File: src/rtl/prci_regs_pkg.sv
package prci_regs_pkg;

    localparam int DATA_W   = 32;
    localparam int ADDR_W   = 12;
    localparam int STRB_W   = DATA_W / 8;
    localparam int NUM_REGS = 9;
    localparam int IDX_W    = $clog2(NUM_REGS);

    typedef logic [DATA_W-1:0] word_t;
    typedef logic [ADDR_W-1:0] offs_t;

    typedef enum logic [IDX_W-1:0] {
        RG_OSC    = 0,
        RG_CPLL0  = 1,
        RG_DPLL0  = 2,
        RG_DPLL1  = 3,
        RG_EPLL0  = 4,
        RG_EPLL1  = 5,
        RG_CLKSEL = 6,
        RG_DEVRST = 7,
        RG_MUXST  = 8
    } reg_id_e;

    localparam int OSC_RDY_BIT  = 31;
    localparam int OSC_EN_BIT   = 30;
    localparam int PLL_LOCK_BIT = 31;
    localparam int PLL_FSE_BIT  = 25;
    localparam int PLL_DIVQ_LSB = 15;
    localparam int PLL_DIVF_LSB = 6;

    localparam word_t OSC_RST = (word_t'(1) << OSC_RDY_BIT) | (word_t'(1) << OSC_EN_BIT);
    localparam word_t PLL_RST = word_t'(1)
                              | (word_t'(31) << PLL_DIVF_LSB)
                              | (word_t'(3)  << PLL_DIVQ_LSB)
                              | (word_t'(1)  << PLL_FSE_BIT)
                              | (word_t'(1)  << PLL_LOCK_BIT);
    localparam word_t OSC_FORCE = word_t'(1) << OSC_RDY_BIT;
    localparam word_t PLL_FORCE = (word_t'(1) << PLL_FSE_BIT) | (word_t'(1) << PLL_LOCK_BIT);

    typedef struct packed {
        logic                hit;
        logic [NUM_REGS-1:0] sel;
    } decode_t;

    function automatic offs_t offset_of(input int idx);
        case (idx)
            int'(RG_OSC):    return offs_t'(12'h000);
            int'(RG_CPLL0):  return offs_t'(12'h004);
            int'(RG_DPLL0):  return offs_t'(12'h00C);
            int'(RG_DPLL1):  return offs_t'(12'h010);
            int'(RG_EPLL0):  return offs_t'(12'h01C);
            int'(RG_EPLL1):  return offs_t'(12'h020);
            int'(RG_CLKSEL): return offs_t'(12'h024);
            int'(RG_DEVRST): return offs_t'(12'h028);
            default:         return offs_t'(12'h02C);
        endcase
    endfunction

    function automatic logic is_pll_primary(input int idx);
        return (idx == int'(RG_CPLL0)) || (idx == int'(RG_DPLL0)) || (idx == int'(RG_EPLL0));
    endfunction

    function automatic word_t reset_of(input int idx);
        if (idx == int'(RG_OSC))    return OSC_RST;
        if (is_pll_primary(idx))    return PLL_RST;
        if (idx == int'(RG_CLKSEL)) return word_t'(1);
        return '0;
    endfunction

    function automatic word_t force_of(input int idx);
        if (idx == int'(RG_OSC)) return OSC_FORCE;
        if (is_pll_primary(idx)) return PLL_FORCE;
        return '0;
    endfunction

endpackage

File: src/rtl/prci_addr_decode.sv
module prci_addr_decode
    import prci_regs_pkg::*;
(
    input  offs_t   addr,
    output decode_t dec
);
    always_comb begin
        dec.sel = '0;
        for (int i = 0; i < NUM_REGS; i++) begin
            dec.sel[i] = (addr == offset_of(i));
        end
        dec.hit = |dec.sel;
    end
endmodule

File: src/rtl/prci_reg_slot.sv
module prci_reg_slot
    import prci_regs_pkg::*;
#(
    parameter word_t RST_VAL    = '0,
    parameter word_t FORCE_MASK = '0
) (
    input  logic  clk,
    input  logic  rst,
    input  logic  wr_en,
    input  word_t wdata,
    output word_t q
);
    always_ff @(posedge clk) begin
        if (rst)        q <= RST_VAL;
        else if (wr_en) q <= wdata | FORCE_MASK;
    end


    slot_write_lands_chk: assert property (@(posedge clk) disable iff (rst)
        wr_en |=> (q == ($past(wdata) | FORCE_MASK)));


    slot_hold_chk: assert property (@(posedge clk) disable iff (rst)
        !wr_en |=> $stable(q));

    generate
        if (FORCE_MASK != '0) begin : g_forced

            forced_bits_chk: assert property (@(posedge clk) disable iff (rst)
                (q & FORCE_MASK) == FORCE_MASK);
        end
    endgenerate
endmodule

File: src/rtl/prci_ctrl_regs.sv
module prci_ctrl_regs
    import prci_regs_pkg::*;
(
    input  logic              clk,
    input  logic              rst,
    input  logic              psel,
    input  logic              penable,
    input  logic              pwrite,
    input  logic [ADDR_W-1:0] paddr,
    input  logic [DATA_W-1:0] pwdata,
    input  logic [STRB_W-1:0] pstrb,
    output logic [DATA_W-1:0] prdata,
    output logic              pready,
    output logic              access_err,
    output logic [DATA_W-1:0] osc_cfg_o,
    output logic [DATA_W-1:0] core_pll_cfg0_o,
    output logic [DATA_W-1:0] ddr_pll_cfg0_o,
    output logic [DATA_W-1:0] ddr_pll_cfg1_o,
    output logic [DATA_W-1:0] eth_pll_cfg0_o,
    output logic [DATA_W-1:0] eth_pll_cfg1_o,
    output logic [DATA_W-1:0] clk_sel_o,
    output logic [DATA_W-1:0] dev_rst_o,
    output logic [DATA_W-1:0] mux_status_o
);
    decode_t dec;
    word_t   regs [NUM_REGS];
    word_t   rd_mux;
    logic    strb_full;
    logic    acc_phase;
    logic    accept;
    logic    wr_accept;

    prci_addr_decode u_dec (.addr(paddr), .dec(dec));

    assign strb_full = (pstrb == {STRB_W{1'b1}});
    assign acc_phase = psel && penable;
    assign accept    = dec.hit && strb_full;
    assign wr_accept = acc_phase && pwrite && accept;

    generate
        for (genvar g = 0; g < NUM_REGS; g++) begin : g_slot
            prci_reg_slot #(
                .RST_VAL    (reset_of(g)),
                .FORCE_MASK (force_of(g))
            ) u_slot (
                .clk   (clk),
                .rst   (rst),
                .wr_en (wr_accept && dec.sel[g]),
                .wdata (pwdata),
                .q     (regs[g])
            );
        end
    endgenerate

    always_comb begin
        rd_mux = '0;
        for (int i = 0; i < NUM_REGS; i++) begin
            if (dec.sel[i]) rd_mux = rd_mux | regs[i];
        end
    end

    assign prdata = (psel && !pwrite && accept) ? rd_mux : '0;
    assign pready = 1'b1;

    always_ff @(posedge clk) begin
        if (rst) access_err <= 1'b0;
        else     access_err <= acc_phase && !accept;
    end

    assign osc_cfg_o       = regs[RG_OSC];
    assign core_pll_cfg0_o = regs[RG_CPLL0];
    assign ddr_pll_cfg0_o  = regs[RG_DPLL0];
    assign ddr_pll_cfg1_o  = regs[RG_DPLL1];
    assign eth_pll_cfg0_o  = regs[RG_EPLL0];
    assign eth_pll_cfg1_o  = regs[RG_EPLL1];
    assign clk_sel_o       = regs[RG_CLKSEL];
    assign dev_rst_o       = regs[RG_DEVRST];
    assign mux_status_o    = regs[RG_MUXST];

    logic [NUM_REGS*DATA_W-1:0] regs_flat;
    always_comb begin
        for (int i = 0; i < NUM_REGS; i++) regs_flat[i*DATA_W +: DATA_W] = regs[i];
    end


    unmapped_write_inert_chk: assert property (@(posedge clk) disable iff (rst)
        (acc_phase && pwrite && !dec.hit) |=> $stable(regs_flat));


    partial_strobe_inert_chk: assert property (@(posedge clk) disable iff (rst)
        (acc_phase && pwrite && !strb_full) |=> $stable(regs_flat));


    err_follows_access_chk: assert property (@(posedge clk) disable iff (rst)
        access_err |-> $past(acc_phase));


    unmapped_read_zero_chk: assert property (@(posedge clk) disable iff (rst)
        (psel && !pwrite && !dec.hit) |-> (prdata == '0));


    clksel_reset_chk: assert property (@(posedge clk)
        $fell(rst) |-> (clk_sel_o == word_t'(1) && dev_rst_o == '0));
endmodule

File: config.mk
export PLATFORM = sky130hd
export DESIGN_NAME = prci_ctrl_regs
export DESIGN_NICKNAME = d
export VERILOG_FILES = /design/src/rtl/prci_regs_pkg.sv /design/src/rtl/prci_addr_decode.sv /design/src/rtl/prci_reg_slot.sv /design/src/rtl/prci_ctrl_regs.sv
export SDC_FILE = /design/constraint.sdc
export NUM_CORES = 1
export LEC_CHECK = 0
export BUFFER_PORTS_ARGS = -buffer_cell sky130_fd_sc_hd__buf_2
export CAP_MARGIN = 20
export CORE_AREA = 2 2 218 241
export CTS_CLUSTER_SIZE = 16
export DETAILED_ROUTE_END_ITERATION = 12
export DIE_AREA = 0 0 220 243
export GPL_ROUTABILITY_DRIVEN = 0
export PLACE_DENSITY = 0.41
export SLEW_MARGIN = 20
export SYNTH_ARGS = -nofsm -noshare
export SYNTH_HDL_FRONTEND = slang
export SYNTH_HIERARCHICAL = 1
export SYNTH_SLANG_ARGS = --single-unit
File: constraint.sdc
create_clock -name clk -period 2.7 [get_ports clk]
set_input_delay 0.135 -clock clk [delete_from_list [all_inputs] [get_ports clk]]
set_output_delay 0.135 -clock clk [all_outputs]
set_load 0.005 [all_outputs]
==> results of run 1 <==
-- cell type report --
| type | count | area (µm²) |
|---|---|---|
| Tap cell | 667 | 835 |
| Timing Repair Buffer | 446 | 2870 |
| Clock inverter | 12 | 250 |
| Sequential cell | 282 | 5650 |
| Fill cell | 5325 | 34800 |
| Multi-Input combinational cell | 766 | 5590 |
| Clock buffer | 49 | 990 |
-- worst register-to-register path, cell delays in order, from the launching register on --
cell	delay, ns
sky130_fd_sc_hd__dfxtp_1	0.34
sky130_fd_sc_hd__nor2b_1	0.14
sky130_fd_sc_hd__a211o_1	0.22
-- flip-flops by register name, indices dropped and copies added (netlist names) --
signal,flops
access_err,1
g_slot.u_slot/q,281
-- per-layer routing --
metal | global-route usage | vias to the layer above
met2 | 0.307 | 418
met1 | 0.230 | 5174
li1 | - | 4934
met4 | 0.0567 | 0
met5 | 0 | -
met3 | 0.0434 | 96
-- power groups by stage --
stage	clock [mW]	sequential, mW	combinational [mW]
2_1_floorplan	0	4.25	0.0812
3_3_place_gp	0	4.25	0.229
3_5_place_dp	0	4.25	0.231
4_1_cts	5.28	4.16	0.270
5_1_grt	5.44	4.16	0.290
6_report	5.11	4.16	0.269
-- cell usage in the layout (no fill, tap or decap) --
cell type | synthesis | layout
sky130_fd_sc_hd__a211o_1 | 26 | 26
sky130_fd_sc_hd__a211oi_1 | 1 | 1
sky130_fd_sc_hd__a221oi_1 | 32 | 32
sky130_fd_sc_hd__a222oi_1 | 32 | 32
sky130_fd_sc_hd__a22o_1 | 32 | 32
sky130_fd_sc_hd__a22oi_1 | 32 | 32
sky130_fd_sc_hd__a31oi_1 | 32 | 32
sky130_fd_sc_hd__and2_2 | 0 | 9
sky130_fd_sc_hd__and2b_1 | 3 | 3
sky130_fd_sc_hd__buf_12 | 21 | 27
sky130_fd_sc_hd__buf_2 | 3 | 365
sky130_fd_sc_hd__buf_4 | 8 | 18
sky130_fd_sc_hd__bufinv_16 | 0 | 7
sky130_fd_sc_hd__clkbuf_1 | 59 | 9
sky130_fd_sc_hd__clkbuf_16 | 0 | 36
sky130_fd_sc_hd__clkbuf_8 | 0 | 5
sky130_fd_sc_hd__clkinv_2 | 0 | 3
sky130_fd_sc_hd__clkinv_8 | 0 | 1
sky130_fd_sc_hd__conb_1 | 5 | 8
sky130_fd_sc_hd__dfxtp_1 | 282 | 282
sky130_fd_sc_hd__dlygate4sd3_1 | 0 | 35
sky130_fd_sc_hd__inv_6 | 0 | 1
sky130_fd_sc_hd__mux2i_1 | 255 | 255
sky130_fd_sc_hd__nand2_1 | 3 | 3
sky130_fd_sc_hd__nand2_2 | 1 | 1
sky130_fd_sc_hd__nand2b_1 | 2 | 2
sky130_fd_sc_hd__nand3_1 | 1 | 1
sky130_fd_sc_hd__nand3_2 | 1 | 1
sky130_fd_sc_hd__nand4b_1 | 1 | 1
sky130_fd_sc_hd__nor2_1 | 259 | 256
sky130_fd_sc_hd__nor2_4 | 0 | 3
sky130_fd_sc_hd__nor2b_1 | 23 | 23
sky130_fd_sc_hd__nor3_1 | 2 | 2
sky130_fd_sc_hd__nor3b_1 | 1 | 1
sky130_fd_sc_hd__nor3b_4 | 0 | 1
sky130_fd_sc_hd__nor4_2 | 2 | 5
sky130_fd_sc_hd__nor4b_4 | 0 | 2
sky130_fd_sc_hd__or2_2 | 1 | 1
sky130_fd_sc_hd__or4b_4 | 1 | 1
-- synthesized netlist by cell type, types with 13 or more instances --
cell type,count,area [µm²]
sky130_fd_sc_hd__dfxtp_1,282,5650
sky130_fd_sc_hd__nor2_1,259,972
sky130_fd_sc_hd__mux2i_1,255,2550
sky130_fd_sc_hd__clkbuf_1,59,221
sky130_fd_sc_hd__a221oi_1,32,280
sky130_fd_sc_hd__a222oi_1,32,320
sky130_fd_sc_hd__a22o_1,32,280
sky130_fd_sc_hd__a22oi_1,32,240
sky130_fd_sc_hd__a31oi_1,32,200
sky130_fd_sc_hd__a211o_1,26,228
sky130_fd_sc_hd__nor2b_1,23,144
sky130_fd_sc_hd__buf_12,21,420
sky130_fd_sc_hd__buf_6,13,146
-- through the flow --
| stage | total power, mW | worst slack [ns] | hold WS, ns | utilization | instance area (µm²) |
|---|---|---|---|---|---|
| 6_report | 9.54 | 0.244 | 0.243 | 0.317 | 16200 |
| 5_1_grt | 9.89 | 0.117 | 0.290 | 0.317 | 16200 |
| 4_1_cts | 9.72 | 0.260 | 0.268 | 0.317 | 16200 |
| 3_5_place_dp | 4.48 | 0.279 | 0.389 | 0.286 | 14600 |
| 3_3_place_gp | 4.48 | 0.218 | 0.379 | 0.286 | 14600 |
| 2_1_floorplan | 4.33 | 0.404 | 0.207 | - | 12100 |
-- timing repair --
item / CTS / global route
hold endpoints to repair: 265 / 0
hold buffers: 35 / 0
endpoints found under the setup margin: 0 / 0
-- kinds of logic (layout without fill, tap and decap cells) --
family | count (synthesis) | count (layout) | synth area share
AO/OA/AOI/OAI | 187 | 187 | 0.129
buffers and inverters | 111 | 507 | 0.0792
multiplexers | 255 | 255 | 0.211
other | 5 | 8 | 0.00155
flip-flops | 282 | 282 | 0.466
AND/OR/NAND/NOR | 316 | 316 | 0.113
-- path summary, 6_finish.rpt --
kind	startpoint	depth (start not counted)	to	slack (ns)
hold reg to reg	g_slot[3].u_slot/q[2]$_SDFFE_PP0P_	2	g_slot[3].u_slot/q[2]$_SDFFE_PP0P_	0.51
setup reg to reg	g_slot[1].u_slot/q[8]$_SDFFE_PP1P_	2	g_slot[1].u_slot/q[8]$_SDFFE_PP1P_	1.89
setup / recovery	paddr[1]	8	prdata[21]	0.24
hold / removal	rst	2	g_slot[8].u_slot/q[30]$_SDFFE_PP0P_	0.24
==> results.txt, run 1 <==
----------------------------------------------------
[Status]
  Run status ... complete, no violations

[Timing]
  Worst slew margin relative to its limit ... 0.437
  Final sum of negative setup slack ... 0 ns
  Post-layout minimum cycle time ... 2.46 ns
  Max-slew violation count ... 0
  Post-route clock skew ... 0 ns
  Unrepaired setup endpoints after global routing ... false
  Fmax ... 0.407 GHz
  Least-Margin Pin Slew ... 0.845 ns
  Final critical-path share of the clock period ... 0.910
  Number of endpoints with negative hold slack in the final report ... 0
  Final setup violating endpoints ... 0

[Route]
  Routed len/inst ... 22.7 µm
  Routed wire length ... 50,500 µm
  Via count of the routed design ... 10,600
  TritonRoute pass-1 iters ... 5
  Vias per std cell ... 4.78
  Met1 routed wirelength after detailed routing ... 21,800 µm
  DR top layer ... met4
  Number of routed nets with antenna violations ... 0
  Drt initial violations ... 745
  Number of design rule violations left after detail routing ... 0
  Detailed route wirelength on metal3 ... 3380 µm
  DR WL met2 ... 23,900 µm

[Global routing]
  Wire length of the first global-routing pass ... 72,500 µm
  Number of antenna violations at the first check in global routing ... 0
  Remaining global-route overflow ... 0
  Maximum number of pins on one net before global-route repair ... 110
  Overall track demand over capacity in global routing ... 0.183
  Number of global-route vias before repair ... 10,400

[Clock network]
  Buffers from clock root to sink, at most ... 3
  Clock latency on the worst-skew pair ... 0.53 ns
  CTS sink count ... 282
  Htree depth ... 2
  Clock root cell ... sky130_fd_sc_hd__clkbuf_16
  Number of gates resized after cts ... 0
  Clock transition at the registers of the reported paths ... 0.05 ns
  Clock tree from TritonCTS ... built
  Post-CTS setup buffer count ... 0
  Num CTS Buffers ... 35

[Pwr]
  Fraction of power spent switching nets ... 0.216
  Maximum vdd ir drop ... 0.000348 V
  Comb power frac ... 0.028
  Net switching component of the power ... 2.06 mW
  Internal power contribution ... 7.48 mW
  Relative contribution of sequential cells to total power ... 0.436
  Pwr per Cell Area ... 590 nW/µm²
  Static leakage power ... 6.29 nW
  Share of total power in the clock network ... 0.536

[Setup path]
  Arrival time of data at the critical path endpoint ... 2.32 ns
  Largest fanout of any net on the critical path ... 32
  Ordered cell list for the critical path ... buf_2 -> nor4_2 -> nand2_2 -> a211oi_1 -> nand2_1 -> or4b_4 -> a31oi_1 -> buf_2
  Cell class contributing the biggest share of worst-path delay ... simple AND/OR/NAND/NOR gates
  Req. time, crit path ... 2.57 ns
  Endpoint kind of the worst setup timing path ... output port
  Largest stage delay, worst path ... 0.83 ns
  Critical setup path kind ... primary input to output port
  CP max stage cell ... sky130_fd_sc_hd__or4b_4
  Buffers & Inverters on Critical Path ... 2
  Critical Path Source Type ... primary input
  Crit-path most repeated cell ... sky130_fd_sc_hd__buf_2

[Floorplanning]
  Height of the die ... 243 µm
  Total die area ... 53,500 µm²
  Initial Util ... 0.238
  Core Rows ... 87
  Die X-Extent ... 220 µm
  I/O pin count ... 375
  Core Box Area ... 50,900 µm²

[Yosys]
  Cell count after synthesis ... 1,156
  Asr flop ratio synth ... 0
  Syn Std Cell Area ... 12,100 µm²
  Number of enable-type register cells in the synthesized netlist ... 0
  Number of distinct library cells after synthesis ... 35
  Most frequently used flop master after synthesis ... sky130_fd_sc_hd__dfxtp_1
  Sequential element share of the synthesized area ... 0.466
  Post-synthesis sequential element count ... 282
  Synthesis Warnings ... 6
  Average footprint of a synthesized cell ... 10.5 µm²

[Layout]
  Count of non-filler cells in the finished layout ... 2,222
  Inserted Diodes ... 0
  Fraction of layout cells with a size suffix above 1 ... 0.313
  Post-layout net count ... 1,584
  Signed area change from the synthesized netlist to the final layout ... 33.6%

[Place]
  Buffers on Ports ... 366
  Inst Count DP ... 2,126
  Post-detail-place hpwl ... 35,300 µm

[Worst hold path]
  Worst min-delay path class ... primary input to flop

[Job]
  Max cap viols ... 0

----------------------------------------------------
(Power assumes the default switching activity.)
==> run 2, diff against run 1 <==
- PLACE_DENSITY: 0.41 -> 0.43
- clock period: 2.7 -> 2.2 ns (I/O delays scaled with it)
==> results.txt, run 2 (synthesis results as in run 1) <==
----------------------------------------------------
[Status]
  Run status ... complete, no violations

[Floorplanning]
  Initial Util ... 0.238 (unchanged)
  Total die area ... 53,500 µm² (unchanged)
  Core Box Area ... 50,900 µm² (unchanged)
  Height of the die ... 243 µm (unchanged)
  Die X-Extent ... 220 µm (unchanged)
  I/O pin count ... 375 (unchanged)
  Core Rows ... 87 (unchanged)

[Timing]
  Number of endpoints with negative hold slack in the final report ... 0 (unchanged)
  Worst setup margin ... 0.0439 ns (-0.200 ns)
  Fmax ... 0.464 GHz
  Unrepaired setup endpoints after global routing ... true
  Post-route clock skew ... 0 ns (unchanged)
  Final critical-path share of the clock period ... 0.980
  Least-Margin Pin Slew ... 0.891 ns (+0.0460 ns)
  Post-layout minimum cycle time ... 2.16 ns
  Max-slew violation count ... 0 (unchanged)
  Final setup violating endpoints ... 0 (unchanged)
  Worst slew margin relative to its limit ... 0.406 (-0.0307)

[Layout]
  Commonest non-fill, non-tap cells in the layout ... 362 x sky130_fd_sc_hd__buf_2, 282 x sky130_fd_sc_hd__dfxtp_1, 256 x sky130_fd_sc_hd__nor2_1, 255 x sky130_fd_sc_hd__mux2i_1, 43 x sky130_fd_sc_hd__buf_12
  Number of flip-flops in the largest register ... 281 (unchanged)
  Core Util, Final ... 0.334 (+0.0162)
  Most common cell after layout, fill and taps aside ... sky130_fd_sc_hd__buf_2
  Signed area change from the synthesized netlist to the final layout ... 40.5%
  Layout filler cell count ... 5,307 (-0.34%)
  Leading registers by flop count ... g_slot.u_slot/q: 281 flops, access_err: 1 flops
  Inserted Diodes ... 0 (unchanged)
  Count of non-filler cells in the finished layout ... 2,273 (+2.3%)
  Post-layout net count ... 1,634 (+3.2%)
  Fraction of layout cells with a size suffix above 1 ... 0.351 (+0.0380)
  Register containing the most flip-flops in the final layout ... g_slot.u_slot/q
  Final design instance area without fill ... 17,000 µm² (+5.1%)

[Route]
  Drt initial violations ... 886 (+19%)
  Number of design rule violations left after detail routing ... 0 (unchanged)
  Number of routed nets with antenna violations ... 0 (unchanged)
  Via count of the routed design ... 10,800 (+1.8%)
  Routed wire length ... 51,700 µm (+2.4%)
  Routed len/inst ... 22.7 µm (+0.15%)
  Vias per std cell ... 4.76 (-0.45%)
  TritonRoute pass-1 iters ... 8 (+3)

[Clock network]
  Clock transition at the registers of the reported paths ... 0.06 ns (about the same)
  Buffers from clock root to sink, at most ... 3 (unchanged)
  Clock latency on the worst-skew pair ... 0.53 ns (about the same)
  Clock root cell ... sky130_fd_sc_hd__clkbuf_16
  Num CTS Buffers ... 35 (unchanged)
  Htree depth ... 2 (unchanged)
  CTS sink count ... 282 (unchanged)
  Clock tree from TritonCTS ... built

[Setup path]
  Start point of the critical path ... paddr[8]
  Arrival time of data at the critical path endpoint ... 2.05 ns (-0.27 ns)
  Launch point of the worst reg-to-reg path ... g_slot[2].u_slot/q[0]$_SDFFE_PP1P_
  Length in cells of the worst reg-to-reg path ... 2 (unchanged)
  Setup slack of the worst register-to-register path ... 1.32 ns (-0.57 ns)
  Req. time, crit path ... 2.09 ns (-0.48 ns)
  Critical Path Source Type ... primary input
  Capturing instance or port of the critical path ... prdata[17]
  Endpoint kind of the worst setup timing path ... output port
  Largest fanout of any net on the critical path ... 16 (-50%)
  Critical setup path kind ... primary input to output port
  Endpoint of the most critical register-to-register path ... g_slot[2].u_slot/q[0]$_SDFFE_PP1P_

[Global routing]
  Number of global-route vias before repair ... 10,800 (+3.5%)
  Wire length of the first global-routing pass ... 73,900 µm (+1.9%)
  Maximum number of pins on one net before global-route repair ... 111 (+0.91%)
  Remaining global-route overflow ... 0 (unchanged)
  Number of antenna violations at the first check in global routing ... 0 (unchanged)
  Overall track demand over capacity in global routing ... 0.185 (+0.00264)

[Job]
  Max cap viols ... 0 (unchanged)

[Pwr]
  Pwr per Cell Area ... 677 nW/µm² (+15%)
  Maximum vdd ir drop ... 0.000376 V (+8.1%)
  Static leakage power ... 6.62 nW (+5.3%)
  Total power of the final layout ... 11.5 mW (+21%)

[Place]
  Inst Count DP ... 2,168 (+2.0%)
  Area after DPL ... 15,100 µm² (+3.3%)
  Buffers on Ports ... 366 (unchanged)
  Post-detail-place hpwl ... 36,600 µm (+3.6%)
  Place WS ... -0.349 ns (-0.627 ns)

[Worst hold path]
  Number of cells on the worst hold path ... 2 (unchanged)
  Worst min-delay path class ... primary input to flop

----------------------------------------------------
==> run 2: cell types whose count changed in the layout (fill, tap and decap cells not counted), moves of 13 or more <==
| cell | previous run | this run |
|---|---|---|
| sky130_fd_sc_hd__buf_4 | 18 | 39 |
| sky130_fd_sc_hd__buf_6 | 0 | 13 |
| sky130_fd_sc_hd__a31oi_2 | 0 | 16 |
| sky130_fd_sc_hd__buf_12 | 27 | 43 |
| sky130_fd_sc_hd__a31oi_1 | 32 | 14 |
==> run 2: worst min-delay path by stage <==
stage	from	to	slack, ns
floorplan	rst	g_slot[3].u_slot/q[29]$_SDFFE_PP0P_	0.18
global placement	penable	access_err$_SDFF_PP0_	0.37
detailed placement	penable	access_err$_SDFF_PP0_	0.38
CTS	rst	g_slot[1].u_slot/q[30]$_SDFFE_PP0P_	0.25
global route	rst	g_slot[3].u_slot/q[24]$_SDFFE_PP0P_	0.25
finish	rst	g_slot[8].u_slot/q[30]$_SDFFE_PP0P_	0.22
==> run 2: stage by stage <==
stage          hold WS, ns  TNS (ns)
2_1_floorplan        0.182         0
3_3_place_gp         0.369    -17.08
3_5_place_dp         0.375    -32.48
4_1_cts              0.245  -0.00760
5_1_grt              0.245    -0.709
6_report             0.220         0
==> run 2: critical path, cell delays in order <==
cell and delay, ns:
sky130_fd_sc_hd__buf_2 0.12, sky130_fd_sc_hd__nor4_4 0.29, sky130_fd_sc_hd__nand2_2 0.13, sky130_fd_sc_hd__a211oi_2 0.18, sky130_fd_sc_hd__nand2_2 0.11, sky130_fd_sc_hd__or4b_4 0.57
sky130_fd_sc_hd__buf_12 0.19, sky130_fd_sc_hd__a31oi_4 0.18, sky130_fd_sc_hd__buf_2 0.15
==> run 2: report_power, final <==
group	switching [mW]	leakage (nW)	internal, mW
Clock	2.35	0.572	3.68
Sequential	0.000249	2.27	5.11
Combinational	0.239	3.78	0.121
Total	2.59	6.62	8.91
==> run 2: repair_timing <==
| action | in CTS | in global routing |
|---|---|---|
| setup endpoints to repair | 32 | 32 |
| hold buffers | 35 | 0 |
| resized for setup | 23 | 28 |
| pin swaps | 7 | 16 |
| endpoints found under the hold margin | 282 | 0 |
| gates cloned | 0 | 2 |
| setup buffers | 2 | 4 |
==> run 2: layer usage <==
metal / global-route usage / up-vias / routed length [µm]
li1: - / 5038 / -
met1: 0.227 / 5320 / 21700
met2: 0.318 / 394 / 24900
met3: 0.0499 / 65 / 3800
met4: 0.0486 / 0 / 1270
met5: 0 / - / 0
==> run 2: cell type report <==
type / instances / area, µm² / area share
Clock buffer: 50 / 1010 / 0.0595
Timing Repair Buffer: 496 / 3540 / 0.208
Clock inverter: 12 / 181 / 0.0107
Multi-Input combinational cell: 766 / 5790 / 0.340
Tap cell: 667 / 835 / 0.0491
Sequential cell: 282 / 5650 / 0.332
